===== src/rtl/ospan_pkg.sv =====
// Shared types for the offset-bounded counter.
// Assumes nothing beyond the two mode inputs of the top module.
package ospan_pkg;

    // How the counter behaves at its wrap point
    typedef enum logic [1:0] {
        WRAP_FREE  = 2'b00,  // roll over from all ones to zero
        WRAP_START = 2'b01,  // all ones -> start value
        WRAP_END   = 2'b10,  // end value -> zero
        WRAP_BOTH  = 2'b11   // end value -> start value
    } wrap_mode_e;

endpackage


===== src/rtl/count_slice.sv =====
// One counting slice: a synchronous counter with clear, load and enable.
// Bit i toggles only when every lower bit is 1. carry_o tells the next
// slice up to advance. Assumes clr_i and ld_i are already prioritised
// by the caller. This slice applies clear > load > enable itself.
module count_slice #(
    parameter int W = 4
) (
    input  logic         clk,
    input  logic         rst_n,
    input  logic         clr_i,
    input  logic         ld_i,
    input  logic [W-1:0] ld_d_i,
    input  logic         en_i,
    output logic [W-1:0] q_o,
    output logic         carry_o
);

    logic [W-1:0] q_r;
    logic [W-1:0] tgl;

    // Toggle mask: bit i flips when all bits below it are set
    always_comb begin
        tgl[0] = 1'b1;
        for (int i = 1; i < W; i++) begin
            tgl[i] = tgl[i-1] & q_r[i-1];
        end
    end

    // State register with clear, then load, then count
    always_ff @(posedge clk) begin
        if (!rst_n || clr_i) begin
            q_r <= '0;
        end else if (ld_i) begin
            q_r <= ld_d_i;
        end else if (en_i) begin
            q_r <= q_r ^ tgl;
        end
    end

    // Carry out to the next slice: enabled and full
    always_comb begin
        carry_o = en_i & tgl[W-1] & q_r[W-1];
    end

    assign q_o = q_r;


    slice_carry_needs_en_chk: assert property (@(posedge clk) disable iff (!rst_n)
        carry_o |-> en_i);


    slice_step_chk: assert property (@(posedge clk) disable iff (!rst_n)
        (en_i && !clr_i && !ld_i && !(&q_r)) |=> (q_r == W'($past(q_r) + 1'b1)));

endmodule


===== src/rtl/wrap_ctrl.sv =====
// Wrap-point control for the offset counter. It decides whether the
// next enabled step is an ordinary increment, a clear to zero or a load
// of the start value. It turns that decision and the external clear and
// load into per-slice clear, load, load-data and enable. Assumes the
// count fed back is the registered output of the slice chain.
module wrap_ctrl
    import ospan_pkg::*;
#(
    parameter int TW = 8
) (
    input  logic          clk,
    input  logic          rst_n,
    input  logic          clr_i,
    input  logic          load_i,
    input  logic          cnt_en_i,
    input  logic          start_mode_i,
    input  logic          end_mode_i,
    input  logic [TW-1:0] count_i,
    input  logic [TW-1:0] load_val_i,
    input  logic [TW-1:0] start_val_i,
    input  logic [TW-1:0] end_val_i,
    output logic          s_clr_o,
    output logic          s_ld_o,
    output logic [TW-1:0] s_ld_d_o,
    output logic          s_en_o
);

    wrap_mode_e mode;
    logic       at_wrap;
    logic       wrap_step;

    // Mode from the two offset enables
    always_comb begin
        mode = wrap_mode_e'({end_mode_i, start_mode_i});
    end

    // Wrap point: end compare when end offset is on, else all ones
    always_comb begin
        case (mode)
            WRAP_END, WRAP_BOTH: at_wrap = (count_i == end_val_i);
            default:             at_wrap = &count_i;
        endcase
    end

    // A step taken at the wrap point with no external override
    always_comb begin
        wrap_step = cnt_en_i & at_wrap & ~load_i & ~clr_i;
    end

    // Per-slice controls: clear > external load > restart > count
    always_comb begin
        s_clr_o  = clr_i;
        s_ld_o   = load_i;
        s_ld_d_o = load_val_i;
        s_en_o   = cnt_en_i;
        if (wrap_step) begin
            case (mode)
                WRAP_START, WRAP_BOTH: begin
                    s_ld_o   = 1'b1;
                    s_ld_d_o = start_val_i;
                end
                WRAP_END: s_clr_o = 1'b1;
                default:  s_clr_o = 1'b0;
            endcase
        end
    end


    start_wrap_chk: assert property (@(posedge clk) disable iff (!rst_n)
        (cnt_en_i && !clr_i && !load_i && start_mode_i && !end_mode_i && (&count_i))
        |=> (count_i == $past(start_val_i)));


    end_wrap_chk: assert property (@(posedge clk) disable iff (!rst_n)
        (cnt_en_i && !clr_i && !load_i && !start_mode_i && end_mode_i && (count_i == end_val_i))
        |=> (count_i == '0));


    both_wrap_chk: assert property (@(posedge clk) disable iff (!rst_n)
        (cnt_en_i && !clr_i && !load_i && start_mode_i && end_mode_i && (count_i == end_val_i))
        |=> (count_i == $past(start_val_i)));

endmodule


===== src/rtl/offset_span_counter.sv =====
// Top of the offset-bounded cascadable counter. It chains SLICES
// counting slices of SLICE_W bits each. Each slice is enabled by the
// carry of the one below it. A wrap controller adds the start and end
// offsets. Assumes all inputs are synchronous to clk.
module offset_span_counter #(
    parameter int SLICE_W = 4,
    parameter int SLICES  = 2
) (
    input  logic                        clk,
    input  logic                        rst_n,
    input  logic                        clr_i,
    input  logic                        load_i,
    input  logic                        cnt_en_i,
    input  logic [SLICE_W*SLICES-1:0]   load_val_i,
    input  logic                        start_mode_i,
    input  logic                        end_mode_i,
    input  logic [SLICE_W*SLICES-1:0]   start_val_i,
    input  logic [SLICE_W*SLICES-1:0]   end_val_i,
    output logic [SLICE_W*SLICES-1:0]   count_o,
    output logic                        carry_o
);

    localparam int TW = SLICE_W * SLICES;

    logic          s_clr;
    logic          s_ld;
    logic [TW-1:0] s_ld_d;
    logic          s_en;
    logic [SLICES:0] en_chain;

    wrap_ctrl #(.TW(TW)) u_wrap (
        .clk          (clk),
        .rst_n        (rst_n),
        .clr_i        (clr_i),
        .load_i       (load_i),
        .cnt_en_i     (cnt_en_i),
        .start_mode_i (start_mode_i),
        .end_mode_i   (end_mode_i),
        .count_i      (count_o),
        .load_val_i   (load_val_i),
        .start_val_i  (start_val_i),
        .end_val_i    (end_val_i),
        .s_clr_o      (s_clr),
        .s_ld_o       (s_ld),
        .s_ld_d_o     (s_ld_d),
        .s_en_o       (s_en)
    );

    assign en_chain[0] = s_en;

    // Slice chain: each slice's carry enables the next one up
    for (genvar k = 0; k < SLICES; k++) begin : g_slice
        count_slice #(.W(SLICE_W)) u_slice (
            .clk     (clk),
            .rst_n   (rst_n),
            .clr_i   (s_clr),
            .ld_i    (s_ld),
            .ld_d_i  (s_ld_d[k*SLICE_W +: SLICE_W]),
            .en_i    (en_chain[k]),
            .q_o     (count_o[k*SLICE_W +: SLICE_W]),
            .carry_o (en_chain[k+1])
        );
    end

    assign carry_o = en_chain[SLICES];


    clear_zero_chk: assert property (@(posedge clk) disable iff (!rst_n)
        clr_i |=> (count_o == '0));


    load_take_chk: assert property (@(posedge clk) disable iff (!rst_n)
        (!clr_i && load_i) |=> (count_o == $past(load_val_i)));


    idle_hold_chk: assert property (@(posedge clk) disable iff (!rst_n)
        (!clr_i && !load_i && !cnt_en_i) |=> $stable(count_o));


    carry_full_chk: assert property (@(posedge clk) disable iff (!rst_n)
        carry_o == (cnt_en_i && (&count_o)));

endmodule


===== config.mk =====
export PLATFORM = sky130hd
export DESIGN_NAME = offset_span_counter
export DESIGN_NICKNAME = d
export VERILOG_FILES = /design/src/rtl/ospan_pkg.sv /design/src/rtl/count_slice.sv /design/src/rtl/wrap_ctrl.sv /design/src/rtl/offset_span_counter.sv
export SDC_FILE = /design/constraint.sdc
export NUM_CORES = 1
export LEC_CHECK = 0
export ABC_AREA = 1
export ABC_CLOCK_PERIOD_IN_PS = 1950
export BUFFER_PORTS_ARGS = -buffer_cell sky130_fd_sc_hd__buf_4
export CAP_MARGIN = 0
export CORE_MARGIN = 2
export CORE_UTILIZATION = 43
export DETAILED_ROUTE_END_ITERATION = 6
export GPL_TIMING_DRIVEN = 1
export PLACE_DENSITY = 0.75
export SYNTH_ARGS = -nofsm -noshare
export SYNTH_HDL_FRONTEND = slang
export SYNTH_SLANG_ARGS = --single-unit
export TNS_END_PERCENT = 10

===== constraint.sdc =====
create_clock -name clk -period 1.95 [get_ports clk]
set_input_delay 0.195 -clock clk [delete_from_list [all_inputs] [get_ports clk]]
set_output_delay 0.195 -clock clk [all_outputs]
set_load 0.02 [all_outputs]

==> impl_metrics.tcl, run 1 <==
set metrics [dict create \
    outcome "finished clean" \
    syn_avg_cell_area_um2 5.84 \
    finalWirelength_um 2190 \
    leakage_nw 0.647 \
    avgRoutedWirePerCell_um 10.5 \
    antenna_found_initial 0 \
    largest_reg_flops 8 \
    cp-startpoint "g_slice[0].u_slice.q_o[1]$_SDFFE_PP0P_" \
    clkSlewWorstSetupHoldPaths_ns 0.06 \
    cts_buffers 3 \
    start_kind "flip-flop" \
    route.vias.total 973 \
    tightest_slew_ns 0.296 \
    core_region_area_mm2 0.00178 \
    cp_data_required_time_ns 1.75 \
    post_cts_buffers 0 \
    rows 15 \
    syn_area_um2 841 \
    instances_no_fill 209 \
    n_fill_cell 176 \
    hold_viol_final 0 \
    final_cell_mix "nand2_1, buf_4, inv_1" \
    synthCells 144 \
    synth_top_area_cell "nand2_1" \
    drv_slew 0 \
    setup_viol 0 \
    die_w_um 48.2 \
    first_pass_iters 4 \
    ys_async_sr_fraction_pct 0 \
    dp_cells 206 \
    syn_to_final_growth_pct 40.0 \
    dp_slack_ns 0.174 \
    drive_gt1_share_pct 28.3 \
    max_freq_ghz 0.556 \
    routabilityCongestion 0.913 \
    first_iter_violations 37 \
    vias_per_cell 4.66 \
    syn-num-nets 179 \
    grt_pass1_vias 847 \
    p_per_area_mw_per_mm2 400 \
    ys.flop_type "dfxtp_1" \
    worstSkewPairLatency_ns 0.25 \
    ios 40 \
    ys_seq_area_share_pct 19.0 \
    yosys.area.top_type_share_pct 23.7 \
    worstSetupPathType "flip-flop to output port" \
    cts_tree "done" \
    seqCellArea_um2 161 \
    synth.area.top_cells "nand2_1, dfxtp_1, inv_1, ha_1, nor2_1" \
    antenna_cells 0 \
    min_period_ns 1.80 \
    clock_path_buffers 2 \
    power.total_mw 0.471 \
    synth-edff-count 0 \
    maxCapViolations 0 \
    ys_ff_latch 8 \
    ant_nets 0 \
    reg2reg_from "g_slice[0].u_slice.q_o[1]$_SDFFE_PP0P_" \
    drcViolationCount 0 \
    die_area_mm2 0.00233 \
    synth_warnings 0 \
    relSlewSlack_pct 80.2 \
    cts_sinks 8 \
    worstPathArrival_ns 1.60 \
    grt_overflow 0 \
    skew_ns 0.00393 \
    start_util_pct 47.2 \
    layout_setup_ws_ns 0.153 \
    portBuffers 39 \
    htreeDepth 1 \
    final_common_cell "nand2_1" \
    die-height_um 48.2 \
    min_period_over_period_pct 92.2 \
    fin_setup_tns_ns 0 \
    track_usage_pct 20.6 \
    nets 221 \
    grt_max_degree 12 \
    holdCritStartpoint "start_val_i[4]" \
    rsz0062_at_grt "no" \
    multi_input_area_um2 583 \
    end_kind "output port" \
    synth_cell_type_count 25 \
    hp-class "primary input to flip-flop" \
    cts_root_buf "clkbuf_4" \
    grt_pass1_wl_um 3410 \
    peakVddDrop_mv 0.326 \
    crit_fanout 4 \
    dp_hpwl_um 1890 \
]
[synth_stat cells (3+ instances only)]
cell type and number:
xnor2_1 5, nand2_1 53, nand4_1 4, nand2_2 3, nand3_1 7, mux2i_1 3
ha_1 4, a21oi_1 5, o21ai_0 5, nor2_1 13, inv_1 21, dfxtp_1 8
[per-stage QoR]
stage	instance area (µm²)	util (%)	hold slack [ns]
4_1_cts	1180	66.0	0.272
5_1_grt	1180	66.0	0.279
2_1_floorplan	841	-	0.412
3_3_place_gp	1150	64.4	0.511
6_report	1180	66.0	0.268
3_5_place_dp	1150	64.4	0.532
[worst paths after layout]
| path | end | cells past startpoint | slack (ns) |
|---|---|---|---|
| worst min-delay path | g_slice[1].u_slice.q_o[0]$_SDFFE_PP0P_ | 4 | 0.27 |
| worst max register to register | g_slice[1].u_slice.q_o[1]$_SDFFE_PP0P_ | 12 | 0.23 |
| worst min register to register | g_slice[1].u_slice.q_o[0]$_SDFFE_PP0P_ | 3 | 0.62 |
| worst max-delay path | carry_o | 7 | 0.15 |
[worst max-delay path, stage by stage, from the launching register on]
cell and delay (ns):
dfxtp_1 0.37, ha_1 0.18, ha_1 0.14, inv_1 0.05, nor3_2 0.21, nand2_1 0.09
nor2_1 0.14, buf_4 0.16
[power by group]
part,switching [mW],leakage (nW),internal [mW]
Sequential,0.00920,0.0657,0.171
Combinational,0.0775,0.568,0.0829
Clock,0.0599,0.0138,0.0707
Total,0.147,0.647,0.324
[cell families (layout without fill, tap and decap cells)]
kind of cell	after synthesis	count (layout)	synth area share, %
simple gates	85	85	43.5
buf+inv	25	65	12.2
compound gates	13	13	9.52
flops	8	8	19.0
xor+xnor	6	6	6.25
fa+ha+maj	4	4	5.95
mux	3	3	3.57
[area by class of cell]
class	instances	area share, %
tap	25	2.66
inverter	23	7.33
sequential	8	13.7
timing repair buffer	39	24.9
clock buffer	3	1.91
multi-input combinational	111	49.5
[routing by layer]
| layer | share of wire, % | vias to the layer above | wire (µm) | track usage (%) |
|---|---|---|---|---|
| met2 | 47 | 33 | 1040 | 36.3 |
| met4 | 1.2 | 0 | 26 | 8.11 |
| met3 | 4.3 | 2 | 95 | 0 |
| li1 | - | 531 | - | - |
| met1 | 47 | 407 | 1030 | 26.8 |
| met5 | 0 | - | 0 | 0 |
[what timing repair did]
item                                    4_1_cts  5_1_grt
resized for setup                             1        1
pin swaps                                     0        0
hold buffers                                  0        0
endpoints found under the setup margin        1        4
(Power assumes the default switching activity.)
==> inputs of run 2 (changes only) <==
Settings changed: MAX_ROUTING_LAYER from default to met4, PLACE_DENSITY 0.75 to 0.71, SYNTH_HIERARCHICAL from default to 1.
==> impl_metrics.tcl, run 2 <==
set metrics [dict create \
    track_usage_pct 18.0 \
    cp_slowest_cell "dfxtp_2" \
    tightest_slew_ns 0.214 \
    start_util_pct 45.1 \
    grt_pass1_wl_um 3880 \
    hold_viol_final 0 \
    hold_buffers 0 \
    synthXorXnorAreaFrac_pct 1.58 \
    clkSlewWorstSetupHoldPaths_ns 0.05 \
    vias_per_cell 4.25 \
    yosys.area.top_type_share_pct 17.6 \
    min_period_ns 1.76 \
    first_pass_iters 4 \
    synth_top_area_cell "nand2_1" \
    synth_cell_type_count 25 \
    syn-num-nets 228 \
    grt_max_degree 18 \
    die_area_mm2 0.00300 \
    worstPathCellList "nand4_1 > nor3_1 > nand3_1 > nand2_4 > nand2_8 > buf_4 > o21bai_2 > buf_4 > nor2_8 > nand2_1 > inv_1" \
    peakVddDrop_mv 0.169 \
    grt_overflow 0 \
    avgRoutedWirePerCell_um 8.68 \
    synth_warnings 6 \
    placed_cell_area_mm2 0.00149 \
    rsz0062_at_grt "no" \
    portBuffers 39 \
    route.vias.total 1144 \
    end_kind "flip-flop" \
    synth-edff-count 0 \
    min_period_over_period_pct 90.1 \
    p_per_area_mw_per_mm2 326 \
    post_cts_buffers 0 \
    final_cell_mix "nand2_1, buf_4, inv_1" \
    synth_top_family_by_area "simple AND/OR/NAND/NOR gates" \
    synthMuxAreaShare_pct 0 \
    cp_common_cell "buf_4" \
    worstPathArrival_ns 1.90 \
    syn_area_mm2 0.00111 \
    hp-class "primary input to flip-flop" \
    cts_buffers 3 \
    syn_to_final_growth_pct 37.6 \
    htreeDepth 1 \
    yosysMostFrequentCell "nand2_1" \
    worstSetupPathType "flip-flop to flip-flop" \
    drv_slew 0 \
    synth_compound_gate_area_share_pct 8.25 \
    drcViolationCount 0 \
    cts_sinks 8 \
    setup_viol 0 \
    slowest_delay_ns 0.38 \
    relSlewSlack_pct 85.7 \
    holdWs_ns 0.307 \
    synthTopCellsByCount "nand2_1, inv_1, nand3_1" \
    synth_adder_area_share_pct 4.52 \
    ant_nets 0 \
    maxCapViolations 0 \
    nets 276 \
    fin_setup_tns_ns 0 \
    die-height_um 54.7 \
    routabilityCongestion 0.809 \
    outcome "finished clean" \
    crit_fanout 9 \
    clock_path_buffers 2 \
    worstSkewPairLatency_ns 0.25 \
    fin_area_mm2 0.00152 \
    power.total_mw 0.497 \
    start_kind "flip-flop" \
    cts_tree "done" \
    largest_reg_flops 8 \
    ys.flop_type "dfxtp_1" \
    ios 40 \
    final_common_cell "nand2_1" \
    rows 18 \
    synth.area.top_cells "nand2_1, dfxtp_1, inv_1, nand3_1, a21oi_1" \
    ys_async_sr_fraction_pct 0 \
    grt_pass1_vias 1016 \
    ys_ff_latch 8 \
    core_region_area_mm2 0.00245 \
    cp_data_required_time_ns 2.09 \
    antenna_found_initial 0 \
    first_iter_violations 11 \
    antenna_cells 0 \
    synthSimpleGateAreaFrac_pct 50.7 \
    finalWirelength_um 2340 \
    max_freq_ghz 0.569 \
    cts_root_buf "clkbuf_4" \
    synthCells 193 \
    ys_seq_area_share_pct 14.5 \
    die_w_um 54.7 \
    leakage_nw 0.907 \
    dp_hpwl_um 2010 \
    syn_avg_cell_area_um2 5.74 \
    skew_ns 0.00232 \
    drive_gt1_share_pct 38.5 \
]
-- run 2: cell count changes after synthesis, moves of 7 or more --
cell     change
a21oi_1      +7
nor2_2       +7
nand3_1     +15
inv_2       +11
inv_1       +18
-- run 2: critical path, delay by kind of cell (launching register included) --
kind	cells	cell delay (ns)
and+or+nand+nor	7	0.73
AOI/OAI and AO/OA	1	0.11
buffers and inverters	3	0.40
DFF	1	0.38
-- run 2: report_power, final --
group,internal [mW],switching [mW]
Sequential,0.170,0.00787
Clock,0.0701,0.0518
Combinational,0.100,0.0968
-- run 2: final timing paths --
path | from | endpoint | slack [ns] | cells after the start
worst max-delay path | g_slice[1].u_slice/q_o[2]$_SDFFE_PP0P_ | g_slice[1].u_slice/q_o[2]$_SDFFE_PP0P_ | 0.19 | 11
worst min-delay path | rst_n | g_slice[0].u_slice/q_o[3]$_SDFFE_PP0P_ | 0.31 | 5
worst max register to register | g_slice[1].u_slice/q_o[2]$_SDFFE_PP0P_ | g_slice[1].u_slice/q_o[2]$_SDFFE_PP0P_ | 0.19 | 11
worst min register to register | g_slice[1].u_slice/q_o[1]$_SDFFE_PP0P_ | g_slice[1].u_slice/q_o[1]$_SDFFE_PP0P_ | 0.59 | 4
-- run 2: kinds of logic after synthesis --
kind of cell,Yosys count
flops,8
simple gates,109
fa+ha+maj,4
buf+inv,55
xor+xnor,2
compound gates,15
-- run 2: cell type report --
cell class | instances | area [µm²]
tap | 30 | 37.5
multi-input combinational | 130 | 731
inverter | 52 | 209
clock buffer | 3 | 22.5
sequential | 8 | 166
timing repair buffer | 46 | 358
fill | 257 | 931
-- run 2: layer usage --
layer  vias up  routed length, µm  GRT usage [%]
li1        667                  -              -
met1       443               1100           21.8
met2        32               1080           29.8
met3         2                144           3.01
met4         0                 19           6.25
met5         -                  0              -
-- run 2: per-stage QoR --
stage	worst slack, ns	instances	utilization, %
floorplan	0.0786	193	-
global placement	0.130	266	60.8
detailed placement	0.109	266	60.8
CTS	0.0111	269	61.7
global route	0.0286	269	62.1
finish	0.193	269	62.1
-- run 2: what timing repair did --
action                                  4_1_cts  5_1_grt
resized for setup                             0        6
endpoints found under the hold margin         0        0
endpoints found under the setup margin        0        9
==> inputs of run 3 (changes only) <==
Settings changed: RECOVER_POWER from default to 50.
==> impl_metrics.tcl, run 3 (synthesis gave the netlist of run 2 again) <==
set metrics [dict create \
    antenna_cells 0 \
    cts_tree "done" \
    leakage_nw 0.894 \
    largest_reg_flops 8 \
    start_kind "flip-flop" \
    rsz0062_at_grt "no" \
    n_fill_cell 256 \
    finalWirelength_um 2330 \
    met1_length_um 1090 \
    dr_wl_met2_um 1080 \
    rows 18 \
    ant_nets 0 \
    hold_viol_final 0 \
    htreeDepth 1 \
    drv_slew 0 \
    skew_ns 0.00236 \
    fin_util_pct 61.6 \
    ff2ff_path_depth 11 \
    first_iter_violations 8 \
    max_freq_ghz 0.569 \
    peakVddDrop_mv 0.169 \
    die_w_um 54.7 \
    drive_gt1_share_pct 37.2 \
    dr_wl_met3_um 145 \
    start_util_pct 45.1 \
    min_period_ns 1.76 \
    cts_root_buf "clkbuf_4" \
    post_cts_buffers 0 \
    grt_max_degree 18 \
    grt_overflow 0 \
    final_common_cell "nand2_1" \
    cts_buffers 3 \
    cp_data_required_time_ns 1.75 \
    worstPathCellList "clkbuf_1 > ha_1 > nand2_1 > nor2_2 > inv_2 > nor2_1 > buf_4" \
    worstPathArrival_ns 1.56 \
    clock_path_buffers 2 \
    holdPathStages 5 \
    outcome "finished clean" \
    antenna_found_initial 0 \
    dp_hpwl_um 2010 \
    r2r_slack_ns 0.21 \
    grt_pass1_vias 1016 \
    vias_per_cell 4.26 \
    cp_slowest_cell "dfxtp_1" \
    track_usage_pct 18.0 \
    holdCritStartpoint "rst_n" \
    setup_viol 0 \
    drcViolationCount 0 \
    cts_sinks 8 \
    top_layer_used "met4" \
    clkSlewWorstSetupHoldPaths_ns 0.05 \
    core_region_area_mm2 0.00245 \
    crit_fanout 4 \
    fin_setup_tns_ns 0 \
    grt_pass1_wl_um 3880 \
    final_cell_mix "nand2_1, buf_4, inv_1" \
    maxCapViolations 0 \
    relSlewSlack_pct 83.6 \
    portBuffers 39 \
    routabilityCongestion 0.809 \
    nets 276 \
    worstSetupPathType "flip-flop to output port" \
    ios 40 \
    syn_to_final_growth_pct 36.6 \
    route.vias.total 1145 \
    reg2reg_from "g_slice[1].u_slice/q_o[2]$_SDFFE_PP0P_" \
    tightest_slew_ns 0.246 \
    worstSkewPairLatency_ns 0.25 \
    die-height_um 54.7 \
    min_period_over_period_pct 90.1 \
    first_pass_iters 4 \
    cp-startpoint "g_slice[0].u_slice/q_o[2]$_SDFFE_PP0P_" \
    slowest_delay_ns 0.38 \
    end_kind "output port" \
    p_per_area_mw_per_mm2 328 \
    hp-class "primary input to flip-flop" \
    die_area_mm2 0.00300 \
    avgRoutedWirePerCell_um 8.68 \
]
run 3: stage by stage:
step	setup WS (ns)	hold slack, ns	power (mW)	cells	area, µm²
after floorplan	0.0786	0.421	0.295	193	1110
after global placement	0.130	0.556	0.378	266	1490
after detailed placement	0.109	0.566	0.379	266	1490
after CTS	0.0111	0.303	0.506	269	1520
after global routing	0.0286	0.301	0.541	269	1510
final	0.193	0.307	0.495	269	1510
run 3: worst max-delay path, delay by kind of cell, from the launching register on:
kind / cells / cell delay (ns)
simple gates: 3 / 0.37
buf+inv: 3 / 0.36
flops: 1 / 0.38
fa+ha+maj: 1 / 0.19
run 3: report_power, final:
group / total, mW / internal (mW) / switching (mW) / leakage (nW)
Clock: 0.122 / 0.0701 / 0.0517 / 0.0138
Combinational: 0.196 / 0.0988 / 0.0969 / 0.813
Sequential: 0.178 / 0.170 / 0.00782 / 0.0674
run 3: cell type report:
cell class	instances	area, µm²	share of cell area (%)
clock buffers	3	22.5	1.49
well taps	30	37.5	2.48
repair buffers	46	347	22.9
multi-input cells	130	731	48.3
flip-flops and latches	8	166	11.0
inverters	52	209	13.8
run 3: final timing paths:
kind / to
worst max register to register: g_slice[1].u_slice/q_o[2]$_SDFFE_PP0P_
worst min register to register: g_slice[1].u_slice/q_o[1]$_SDFFE_PP0P_
worst max-delay path: carry_o
worst min-delay path: g_slice[0].u_slice/q_o[3]$_SDFFE_PP0P_
run 3: repair_timing:
action                                  4_1_cts  5_1_grt
resized for setup                             0        6
endpoints found under the setup margin        0        9
hold buffers                                  0        0
run 3: metal layers:
metal	global-route usage, %	up-vias
met4	6.25	0
met5	-	-
li1	-	667
met2	29.8	32
met1	21.8	444
met3	3.01	2
